<file path="config.mk">
export PLATFORM = sky130hd
export DESIGN_NAME = irq_redir_window
export DESIGN_NICKNAME = d
export VERILOG_FILES = /design/src/rtl/irw_pkg.sv /design/src/rtl/irw_entry.sv /design/src/rtl/irw_front.sv /design/src/rtl/irq_redir_window.sv
export SDC_FILE = /design/constraint.sdc
export NUM_CORES = 2
export LEC_CHECK = 0
export CORE_AREA = 2 2 636 638
export CTS_CLUSTER_DIAMETER = 100
export DETAILED_ROUTE_END_ITERATION = 7
export DIE_AREA = 0 0 638 640
export GPL_ROUTABILITY_DRIVEN = 1
export HOLD_SLACK_MARGIN = 0.05
export PLACE_DENSITY = 0.34
export RECOVER_POWER = 25
export SYNTH_ARGS = -nofsm -noshare
export SYNTH_HDL_FRONTEND = slang
export SYNTH_SLANG_ARGS = --single-unit
export TNS_END_PERCENT = 20
</file>
<file path="constraint.sdc">
create_clock -name clk -period 7 [get_ports clk]
set_clock_uncertainty 0.05 [all_clocks]
set_input_delay 2.1 -clock clk [delete_from_list [all_inputs] [get_ports clk]]
set_output_delay 2.1 -clock clk [all_outputs]
set_load 0.01 [all_outputs]
</file>
<file path="src/rtl/irw_pkg.sv">
package irw_pkg;
    localparam int ENTRY_W = 64;
    localparam logic [7:0] OFF_SEL  = 8'h00;
    localparam logic [7:0] OFF_WIN  = 8'h10;
    localparam logic [7:0] IDX_VER  = 8'h00;
    localparam logic [7:0] IDX_ID   = 8'h01;
    localparam logic [7:0] IDX_ARB  = 8'h02;
    localparam logic [7:0] TBL_BASE = 8'h10;
    localparam int B_DSTAT = 12;
    localparam int B_RIRR  = 14;
    localparam int B_TRIG  = 15;
    localparam int B_MASK  = 16;

    typedef enum logic {S_IDLE, S_RESP} resp_state_e;
endpackage

</file>
<file path="src/rtl/irw_entry.sv">
module irw_entry
    import irw_pkg::*;
(
    input  logic               clk,
    input  logic               rst_n,
    input  logic               wr_en,
    input  logic               wr_hi,
    input  logic [31:0]        wr_data,
    input  logic               upd_en,
    input  logic               upd_rirr,
    input  logic               upd_dstat,
    output logic [ENTRY_W-1:0] entry,
    output logic               mask_flip,
    output logic               trig_flip
);
    logic [ENTRY_W-1:0] merged;
    logic [ENTRY_W-1:0] entry_d;
    logic               rirr_keep;
    logic               dstat_keep;

    always_comb begin
        rirr_keep  = upd_en ? upd_rirr  : entry[B_RIRR];
        dstat_keep = upd_en ? upd_dstat : entry[B_DSTAT];
        merged     = wr_hi ? {wr_data, entry[31:0]} : {entry[63:32], wr_data};
        merged[B_DSTAT] = dstat_keep;
        merged[B_RIRR]  = merged[B_TRIG] ? rirr_keep : 1'b0;
        entry_d = entry;
        if (wr_en) begin
            entry_d = merged;
        end else if (upd_en) begin
            entry_d[B_RIRR]  = upd_rirr;
            entry_d[B_DSTAT] = upd_dstat;
        end
    end

    assign mask_flip = wr_en && !wr_hi && (wr_data[B_MASK] != entry[B_MASK]);
    assign trig_flip = wr_en && !wr_hi && (wr_data[B_TRIG] != entry[B_TRIG]);

    always_ff @(posedge clk or negedge rst_n) begin
        if (!rst_n) entry <= ENTRY_W'(1) << B_MASK;
        else        entry <= entry_d;
    end


    status_keep_chk: assert property (@(posedge clk) disable iff (!rst_n)
        (wr_en && !upd_en) |=> (entry[B_DSTAT] == $past(entry[B_DSTAT]) &&
                                (!entry[B_TRIG] || entry[B_RIRR] == $past(entry[B_RIRR]))));

    edge_clear_chk: assert property (@(posedge clk) disable iff (!rst_n)
        wr_en |=> (entry[B_TRIG] || !entry[B_RIRR]));

    upd_load_chk: assert property (@(posedge clk) disable iff (!rst_n)
        (upd_en && !wr_en) |=> (entry[B_RIRR] == $past(upd_rirr) &&
                                entry[B_DSTAT] == $past(upd_dstat)));
endmodule

</file>
<file path="src/rtl/irw_front.sv">
module irw_front
    import irw_pkg::*;
#(
    parameter int         NUM_PINS     = 24,
    parameter int         PIN_W        = 5,
    parameter logic [7:0] VERSION_CODE = 8'h11
) (
    input  logic                        clk,
    input  logic                        rst_n,
    input  logic                        acc_valid,
    input  logic                        acc_write,
    input  logic [7:0]                  acc_offset,
    input  logic [31:0]                 acc_wdata,
    input  logic [NUM_PINS*ENTRY_W-1:0] ent_bits,
    output logic                        rd_valid,
    output logic [31:0]                 rd_data,
    output logic                        tbl_wr,
    output logic                        tbl_hi,
    output logic [PIN_W-1:0]            tbl_idx
);
    localparam logic [7:0] TOP_PIN = 8'(NUM_PINS - 1);

    resp_state_e state_q, state_d;
    logic [7:0]  sel_q;
    logic [3:0]  id_q;
    logic [6:0]  idx7;
    logic        in_range;
    logic        rd_acc, wr_sel, wr_win;
    logic [31:0] tbl_word, win_word, rd_next, rd_q;

    assign rd_acc   = acc_valid && !acc_write;
    assign wr_sel   = acc_valid && acc_write && acc_offset == OFF_SEL;
    assign wr_win   = acc_valid && acc_write && acc_offset == OFF_WIN;
    assign idx7     = 7'((sel_q - TBL_BASE) >> 1);
    assign in_range = 32'(idx7) < NUM_PINS;
    assign tbl_idx  = idx7[PIN_W-1:0];
    assign tbl_hi   = sel_q[0];
    assign tbl_wr   = wr_win && in_range;

    always_comb begin
        tbl_word = '1;
        for (int i = 0; i < NUM_PINS; i++) begin
            if (in_range && tbl_idx == PIN_W'(i))
                tbl_word = sel_q[0] ? ent_bits[i*ENTRY_W+32 +: 32] : ent_bits[i*ENTRY_W +: 32];
        end
        if (sel_q == IDX_VER)
            win_word = {8'h00, TOP_PIN, 8'h00, VERSION_CODE};
        else if (sel_q == IDX_ID || sel_q == IDX_ARB)
            win_word = {4'h0, id_q, 24'h0};
        else
            win_word = tbl_word;
        if (acc_offset == OFF_SEL)      rd_next = {24'h0, sel_q};
        else if (acc_offset == OFF_WIN) rd_next = win_word;
        else                            rd_next = '0;
    end

    // next-state logic
    always_comb begin
        unique case (state_q)
            S_IDLE:  state_d = rd_acc ? S_RESP : S_IDLE;
            S_RESP:  state_d = rd_acc ? S_RESP : S_IDLE;
            default: state_d = S_IDLE;
        endcase
    end

    // state register
    always_ff @(posedge clk or negedge rst_n) begin
        if (!rst_n) state_q <= S_IDLE;
        else        state_q <= state_d;
    end

    always_ff @(posedge clk or negedge rst_n) begin
        if (!rst_n) begin
            sel_q <= '0;
            id_q  <= '0;
            rd_q  <= '0;
        end else begin
            if (wr_sel) sel_q <= acc_wdata[7:0];
            if (wr_win && sel_q == IDX_ID) id_q <= acc_wdata[27:24];
            if (rd_acc) rd_q <= rd_next;
        end
    end

    // outputs
    always_comb begin
        unique case (state_q)
            S_RESP:  rd_valid = 1'b1;
            default: rd_valid = 1'b0;
        endcase
        rd_data = rd_q;
    end


    sel_store_chk: assert property (@(posedge clk) disable iff (!rst_n)
        wr_sel |=> (sel_q == $past(acc_wdata[7:0])));

    rd_pulse_chk: assert property (@(posedge clk) disable iff (!rst_n)
        rd_valid |-> $past(rd_acc));

    id_hold_chk: assert property (@(posedge clk) disable iff (!rst_n)
        !(wr_win && sel_q == IDX_ID) |=> $stable(id_q));
endmodule

</file>
<file path="src/rtl/irq_redir_window.sv">
module irq_redir_window
    import irw_pkg::*;
#(
    parameter int         NUM_PINS     = 24,
    parameter logic [7:0] VERSION_CODE = 8'h11,
    localparam int        PIN_W        = $clog2(NUM_PINS)
) (
    input  logic                        clk,
    input  logic                        rst_n,
    input  logic                        acc_valid,
    input  logic                        acc_write,
    input  logic [7:0]                  acc_offset,
    input  logic [31:0]                 acc_wdata,
    output logic                        rd_valid,
    output logic [31:0]                 rd_data,
    input  logic                        upd_valid,
    input  logic [PIN_W-1:0]            upd_pin,
    input  logic                        upd_rirr,
    input  logic                        upd_dstat,
    output logic [NUM_PINS*ENTRY_W-1:0] ent_bits,
    output logic                        mchg_valid,
    output logic [PIN_W-1:0]            mchg_pin,
    output logic                        mchg_mask,
    output logic                        tchg_valid,
    output logic [PIN_W-1:0]            tchg_pin,
    output logic                        tchg_level
);
    logic               tbl_wr, tbl_hi;
    logic [PIN_W-1:0]   tbl_idx;
    logic [NUM_PINS-1:0] mflip, tflip, mask_vec;
    logic [PIN_W-1:0]   flip_pin;

    irw_front #(.NUM_PINS(NUM_PINS), .PIN_W(PIN_W), .VERSION_CODE(VERSION_CODE)) u_front (
        .clk(clk), .rst_n(rst_n),
        .acc_valid(acc_valid), .acc_write(acc_write),
        .acc_offset(acc_offset), .acc_wdata(acc_wdata),
        .ent_bits(ent_bits),
        .rd_valid(rd_valid), .rd_data(rd_data),
        .tbl_wr(tbl_wr), .tbl_hi(tbl_hi), .tbl_idx(tbl_idx)
    );

    for (genvar i = 0; i < NUM_PINS; i++) begin : g_ent
        irw_entry u_ent (
            .clk(clk), .rst_n(rst_n),
            .wr_en(tbl_wr && tbl_idx == PIN_W'(i)),
            .wr_hi(tbl_hi), .wr_data(acc_wdata),
            .upd_en(upd_valid && upd_pin == PIN_W'(i)),
            .upd_rirr(upd_rirr), .upd_dstat(upd_dstat),
            .entry(ent_bits[i*ENTRY_W +: ENTRY_W]),
            .mask_flip(mflip[i]), .trig_flip(tflip[i])
        );
        assign mask_vec[i] = ent_bits[i*ENTRY_W + B_MASK];
    end

    always_comb begin
        flip_pin = '0;
        for (int i = 0; i < NUM_PINS; i++)
            if (mflip[i] || tflip[i]) flip_pin = PIN_W'(i);
    end

    always_ff @(posedge clk or negedge rst_n) begin
        if (!rst_n) begin
            mchg_valid <= 1'b0;
            mchg_pin   <= '0;
            mchg_mask  <= 1'b0;
            tchg_valid <= 1'b0;
            tchg_pin   <= '0;
            tchg_level <= 1'b0;
        end else begin
            mchg_valid <= |mflip;
            tchg_valid <= |tflip;
            if (|mflip) begin
                mchg_pin  <= flip_pin;
                mchg_mask <= acc_wdata[B_MASK];
            end
            if (|tflip) begin
                tchg_pin   <= flip_pin;
                tchg_level <= acc_wdata[B_TRIG];
            end
        end
    end


    mask_note_chk: assert property (@(posedge clk) disable iff (!rst_n)
        mchg_valid |-> (32'(mchg_pin) < NUM_PINS && mask_vec[mchg_pin] == mchg_mask));

    mask_pulse_chk: assert property (@(posedge clk) disable iff (!rst_n)
        mchg_valid |-> $past(acc_valid && acc_write));
endmodule

</file>
; Word-level counts from Yosys, hierarchy flattened
; Cells that the tools add are included.
[classes]
n_eq_ne = 97
order_cmp = 1
bitwise = 1
n_addsub = 1
mux = 173
reduce_logical = 230
[ops]
columns = operator, count
row1 = 32-bit two-way mux, 52
row2 = 16-bit two-way mux, 24
row3 = 1-bit logical AND, 150
row4 = 5-bit two-way mux, 21
row5 = 2-bit AND reduction, 48
row6 = 5-bit by 4-bit == test with 1-bit output (second input constant), 16
row7 = 5-bit == test (second input constant), 16
row8 = 1-bit two-way mux, 75
row9 = 1-bit != test, 48
row10 = 24-bit OR reduction, 2
row11 = 5-bit by 3-bit == test with 1-bit output (second input constant), 8
row12 = 1-bit logical OR, 24
row13 = 5-bit by 2-bit == test with 1-bit output (second input constant), 4
row14 = 8-bit logical NOT, 2
row15 = 5-bit by 1-bit == test with 1-bit output (second input constant), 2
row16 = 5-bit logical NOT, 2
row17 = 8-bit by 1-bit == test with 1-bit output (second input constant), 1
row18 = 8-bit by 2-bit == test with 1-bit output (second input constant), 1
row19 = 8-bit by 5-bit == test with 1-bit output (second input constant), 1
row20 = 8-bit by 5-bit subtractor with 8-bit output (second input constant), 1
row21 = 7-bit by 5-bit < comparator with 1-bit output (second input constant), 1
row22 = 1-bit logical NOT, 2
row23 = 2-bit two-way mux, 1
row24 = 1-bit NOT, 1
[totals]
regBits = 1595
out_inout_bits = 1583
word_cells = 633
inputBits = 52

; Longest topological paths before layout
[logic_depth]
word_depth = 31
depth_mapped = 15
depth_no_buf = 11

; Modules after synthesis
; Synthesis repeated with hierarchy kept, for this count alone.
[hier_totals]
hier_cells = 5947
hier_area_um2 = 80238.2
[by_module_without_submodules]
columns = module, n_inst, cells_per_inst, seq_area_each_um2, area_each_um2
row1 = irw_entry, 24, 144, 1602.8, 2517.4
row2 = irw_front, 1, 2304, 1126.1, 18489.0
row3 = irq_redir_window, 1, 187, 350.3, 1331.3

; Worst setup path after synthesis
; OpenSTA, ideal clock, no wires.
[synth_timing]
path_kind = input to register
from = input port acc_offset[4]
to = register mchg_pin[2]
cell_stages = 10
arrival_time_ns = 4.273
setup_time_ns = 0.125
path_buffers = 2
t_required_ns = 6.825
setup_slack_ns = 2.552
cell_sequence = clkbuf_1 -> nand4_1 -> nand2b_1 -> clkbuf_1 -> nor2_1 -> a221o_1 -> a32oi_1 -> o311ai_1 -> or4_1 -> mux2_2
[synth_via]
elab_chain_len = 27
word_cells_on_any_way = 136
cone_classes = 1 x eq/ne / 20 x mux / 115 x reduce/logical
[synth_lines]
columns = element, line
row1 = "start, declared", irq_redir_window.sv:12  ; input logic [7:0] acc_offset,
row2 = 8-bit by 5-bit == test with 1-bit output *, irw_front.sv:33  ; assign wr_win = acc_valid && acc_write && acc_offset == OFF_WIN;
row3 = 1-bit logical AND *, irw_front.sv:33
row4 = 1-bit logical AND *, irw_front.sv:38  ; assign tbl_wr = wr_win && in_range;
row5 = 1-bit logical AND, irq_redir_window.sv:45  ; .wr_en(tbl_wr && tbl_idx == PIN_W'(i)),
row6 = 1-bit logical AND, "irw_entry.sv:36, irw_entry.sv:37"
row7 = "1-bit logical AND, on equally long branches", "irw_entry.sv:36, irw_entry.sv:37"
row8 = 1-bit logical OR, irq_redir_window.sv:58  ; if (mflip[i] || tflip[i]) flip_pin = PIN_W'(i);
row9 = 5-bit two-way mux (20 in a row), irq_redir_window.sv:58
row10 = "end signal, assigned", irq_redir_window.sv:73  ; mchg_pin <= flip_pin;
row11 = "end, declared", irq_redir_window.sv:22  ; output logic [PIN_W-1:0] mchg_pin,
; Every way passes the cells marked *; elsewhere a longest branch is shown, timed or not.
; A chain may end at the register's enable or synchronous reset.

==> results.txt <==
----------------------------------------------------
[Run status]
  Failing checks ... capacitance limit, slew limit
  Result of the run ... finished, violations left

[Placed design]
  HPWL after detailed placement ... 453.1 mm
  Quantity of I/O buffers inserted on ports ... 1634
  Placer Congestion ... 0.8925
  Area post-placement ... between 100000 and 150000 um2

[Routing]
  Remaining antenna violation count ... 0
  DRC marker count from the first detailed-route iteration ... between 5000 and 6000
  Routed length per instance ... around 44 um
  Number of iterations in the first detailed-routing pass ... 6
  Vias ... between 60000 and 70000
  Post-detailed-route via-to-cell ratio ... about 4.8
  Post-route DRC violation count ... 0
  Final routed wirelength across all metal layers ... 594.4 mm

[Synth]
  Most frequently used flop master after synthesis ... sky130_fd_sc_hd__dfrtp_1
  Synthesized-area fraction occupied by adder cells ... 0.0003242
  Share of the synthesized area in compound gates (AO/OA/AOI/OAI) ... 0.08872
  Post-Synthesis Mean Instance Area ... 12.02 um2
  Top-area cell type share of the netlist area ... 0.5093
  Syn Nets ... around 6500
  Number of distinct standard cells referenced by the synthesized netlist ... 87
  Sequential-to-total area share from yosys stat ... 0.5174
  Count of yosys warnings during synthesis ... 0
  Area of the mapped netlist ... 77200 um2
  Most area-consuming cells after synthesis ... sky130_fd_sc_hd__dfrtp_1 (51%), sky130_fd_sc_hd__mux2_2 (23%), sky130_fd_sc_hd__mux2i_1 (6.2%), sky130_fd_sc_hd__nand2_1 (2.9%), sky130_fd_sc_hd__clkbuf_1 (2.0%)
  Post-synth EDFFs ... 0
  Combinational family with the most area after synthesis ... multiplexers
  Mux contribution to synthesized area ... 0.2979
  Share of flip-flops with an asynchronous set or reset after synthesis ... 1.000
  Number of synthesized register bits ... 1595
  Mapped Cells ... 6422
  XOR/XNOR Fraction of Synth Area ... 0.003274
  Library cell occupying the most area in the post-synthesis netlist ... sky130_fd_sc_hd__dfrtp_1
  Simple logic cell fraction of the synthesized area ... 0.05963

[Global routing]
  Wire length of the first global-routing pass ... between 700 and 800 mm
  Total GRT Usage ... 0.2815
  Largest net degree at the start of global routing ... roughly 150
  Antenna violations before repair ... approximately 70
  Via count of the first global-routing pass ... 65030
  Total grt overflow ... 0

[Floorplanning]
  Rows ... 233
  Die X-Extent ... around 640 um
  Core Box Area ... approximately 400000 um2
  Die Y ... approximately 640 um
  Die area ... about 410000 um2
  Top Ports ... between 1500 and 2000
  Starting density of the core ... 0.1923

[Timing]
  Shortest period the worst path allows ... about 5700 ps
  Final-report setup violation count ... 0
  Final hold viol count ... 0
  Post-route fraction of the period consumed by the critical path ... 0.8185
  Number of pins with negative max-slew slack in the final report ... 100
  Upper clock frequency limit ... 0.1745 GHz
  RSZ-0062 raised after global routing ... false
  Rel. slew slack ... -1.884
  Setup TNS Final ... 0 ps
  Worst-Margin Slew ... between 4000 and 5000 ps

[Layout]
  Fill cells ... around 42000
  Ratio of cells with drive above 1 in the final layout ... 0.2947
  Syn-to-layout area delta ... 40.21%
  Final Net Count ... 7997
  Area of all placed cells without fillers ... roughly 110000 um2

[CTS]
  TritonCTS sink count ... about 1600
  Total number of H-tree levels ... 4
  Post-CTS setup repair buffer count ... 0
  Clock Pin Slew Worst Setup and Hold Paths ... 60 ps
  Number of buffers created by CTS ... 220
  Number of hold-repair buffers added at the cts stage ... 0
  Clock Path Buffers ... 4
  CTS tree ... done
  Clk_lat worst skew ... approximately 1000 ps
  Clk root buf ... sky130_fd_sc_hd__clkbuf_16
  Number of instances resized during post-cts repair ... 0

[Run]
  Max-capacitance violation count ... 1

[Critical path]
  Worst path arrival time ... 6540 ps
  Data required, critical path ... between 7000 and 8000 ps
  Element type at the critical path start ... input port
  CP Max Fanout ... around 110
  Kind of critical path ... in -> async
  Kind of end point of the critical path ... asynchronous set/reset pin

[Power and ir drop]
  PD cells ... 213.3 nW/um2
  VDD IR-drop max ... 167.3 uV
  Static Leak ... 50.11 nW

[Worst hold path]
  Hold crit path type ... reg -> reg

----------------------------------------------------
-- placed cells by master, fill, tap and decap left out, types with 119 or more instances in the layout --
master,count
sky130_fd_sc_hd__a211oi_1,119
sky130_fd_sc_hd__a21oi_1,245
sky130_fd_sc_hd__buf_4,232
sky130_fd_sc_hd__clkbuf_16,222
sky130_fd_sc_hd__clkdlybuf4s50_1,1602
sky130_fd_sc_hd__dfrtp_1,1567
sky130_fd_sc_hd__mux2_2,1574
sky130_fd_sc_hd__mux2i_1,477
sky130_fd_sc_hd__nand2_1,573
sky130_fd_sc_hd__o21ai_0,268
sky130_fd_sc_hd__o22ai_1,134
-- sequential cells by signal, indices dropped and copies added (netlist names) --
register,count
g_ent.u_ent.entry,1536
u_front.rd_data,32
u_front.sel_q,8
mchg_pin,5
tchg_pin,5
u_front.id_q,4
mchg_mask,1
mchg_valid,1
tchg_level,1
tchg_valid,1
u_front.state_q,1
-- kinds of logic after synthesis --
family | count (synthesis)
adders and majority gates | 2
buffers and inverters | 625
and+or+nand+nor | 1019
xor gates and xnor gates | 28
AOI/OAI and AO/OA | 1078
DFF | 1595
muxes | 2075
-- routing by layer --
layer,track usage,share of wire,vias to the layer above
li1,-,-,26510
met1,0.3658,0.43,35190
met2,0.4495,0.46,2593
met3,0.07087,0.069,570
met4,0.1030,0.043,4
met5,0,0.000035,-
-- critical path, stage by stage --
cell	delay (ps)
sky130_fd_sc_hd__clkbuf_2	2830
sky130_fd_sc_hd__buf_12	380
sky130_fd_sc_hd__clkbuf_1	970
-- final timing paths --
check,start,end,slack (ps),cells after the start
min in group asynchronous,rst_n,g_ent[15].u_ent.entry[37],2560,1
worst max register to register,u_front.sel_q[4],u_front.rd_data[13],1380,11
worst max-delay path,rst_n,g_ent[21].u_ent.entry[15],1270,3
worst min-delay path,g_ent[10].u_ent.entry[13],g_ent[10].u_ent.entry[13],440,2
max in group clk,u_front.sel_q[4],u_front.rd_data[13],1380,11
worst min register to register,g_ent[10].u_ent.entry[13],g_ent[10].u_ent.entry[13],440,2
-- metrics by stage --
stage / std cells / util / worst slack [ps] / total power, mW / hold slack (ps)
after floorplan: 6422 / - / 2552 / 10.16 / 430.3
after global routing: 13410 / 0.2695 / 712.3 / 23.78 / 464.6
after detailed placement: 13010 / 0.2516 / 818.3 / 11.57 / 427.5
after global placement: 13010 / 0.2516 / 711.6 / 11.57 / 423.3
after CTS: 13410 / 0.2696 / 1722 / 23.38 / 444.2
final: 13440 / 0.2696 / 1271 / 23.08 / 443.0
-- synth_stat cells (4+ instances only) --
library cell,instances
sky130_fd_sc_hd__a211o_1,9
sky130_fd_sc_hd__a211oi_1,119
sky130_fd_sc_hd__a21oi_1,246
sky130_fd_sc_hd__a221o_1,12
sky130_fd_sc_hd__a221oi_1,17
sky130_fd_sc_hd__a222oi_1,17
sky130_fd_sc_hd__a22o_1,18
sky130_fd_sc_hd__a22oi_1,64
sky130_fd_sc_hd__a2bb2oi_1,8
sky130_fd_sc_hd__a31oi_1,28
sky130_fd_sc_hd__a32oi_1,18
sky130_fd_sc_hd__and2_1,4
sky130_fd_sc_hd__and3_1,20
sky130_fd_sc_hd__buf_1,78
sky130_fd_sc_hd__buf_2,108
sky130_fd_sc_hd__buf_4,9
sky130_fd_sc_hd__clkbuf_1,418
sky130_fd_sc_hd__dfrtp_1,1571
sky130_fd_sc_hd__dfstp_2,24
sky130_fd_sc_hd__inv_1,9
sky130_fd_sc_hd__mux2_2,1574
sky130_fd_sc_hd__mux2i_1,478
sky130_fd_sc_hd__mux4_2,20
sky130_fd_sc_hd__nand2_1,597
sky130_fd_sc_hd__nand2b_1,11
sky130_fd_sc_hd__nand3_1,69
sky130_fd_sc_hd__nand4_1,16
sky130_fd_sc_hd__nor2_1,105
sky130_fd_sc_hd__nor2b_1,101
sky130_fd_sc_hd__nor3_1,31
sky130_fd_sc_hd__nor3_2,4
sky130_fd_sc_hd__nor3b_1,15
sky130_fd_sc_hd__nor4_1,8
sky130_fd_sc_hd__o211ai_1,20
sky130_fd_sc_hd__o21ai_0,275
sky130_fd_sc_hd__o21ai_1,7
sky130_fd_sc_hd__o221a_2,5
sky130_fd_sc_hd__o221ai_1,31
sky130_fd_sc_hd__o22a_1,20
sky130_fd_sc_hd__o22ai_1,134
sky130_fd_sc_hd__o31ai_1,6
sky130_fd_sc_hd__or3_1,10
sky130_fd_sc_hd__xnor2_1,11
sky130_fd_sc_hd__xor2_1,16
-- layout make-up --
cell class,instances,area (um2),share of cell area
flip-flops and latches,1595,39960,0.3692
multi-input cells,4202,35470,0.3277
repair buffers,1914,18850,0.1741
well taps,5287,6615,0.06112
clock buffers,344,6534,0.06037
clock inverters,56,700.7,0.006474
diodes,28,70.07,0.0006474
inverters,10,37.54,0.0003468
-- power breakdown --
group          switching (mW)  internal [mW]
Combinational            1.53          0.486
Clock                    4.92           6.74
Sequential              0.107           9.30
Total                    6.56           16.5
Note: power is estimated with default switching activity, not from simulation.
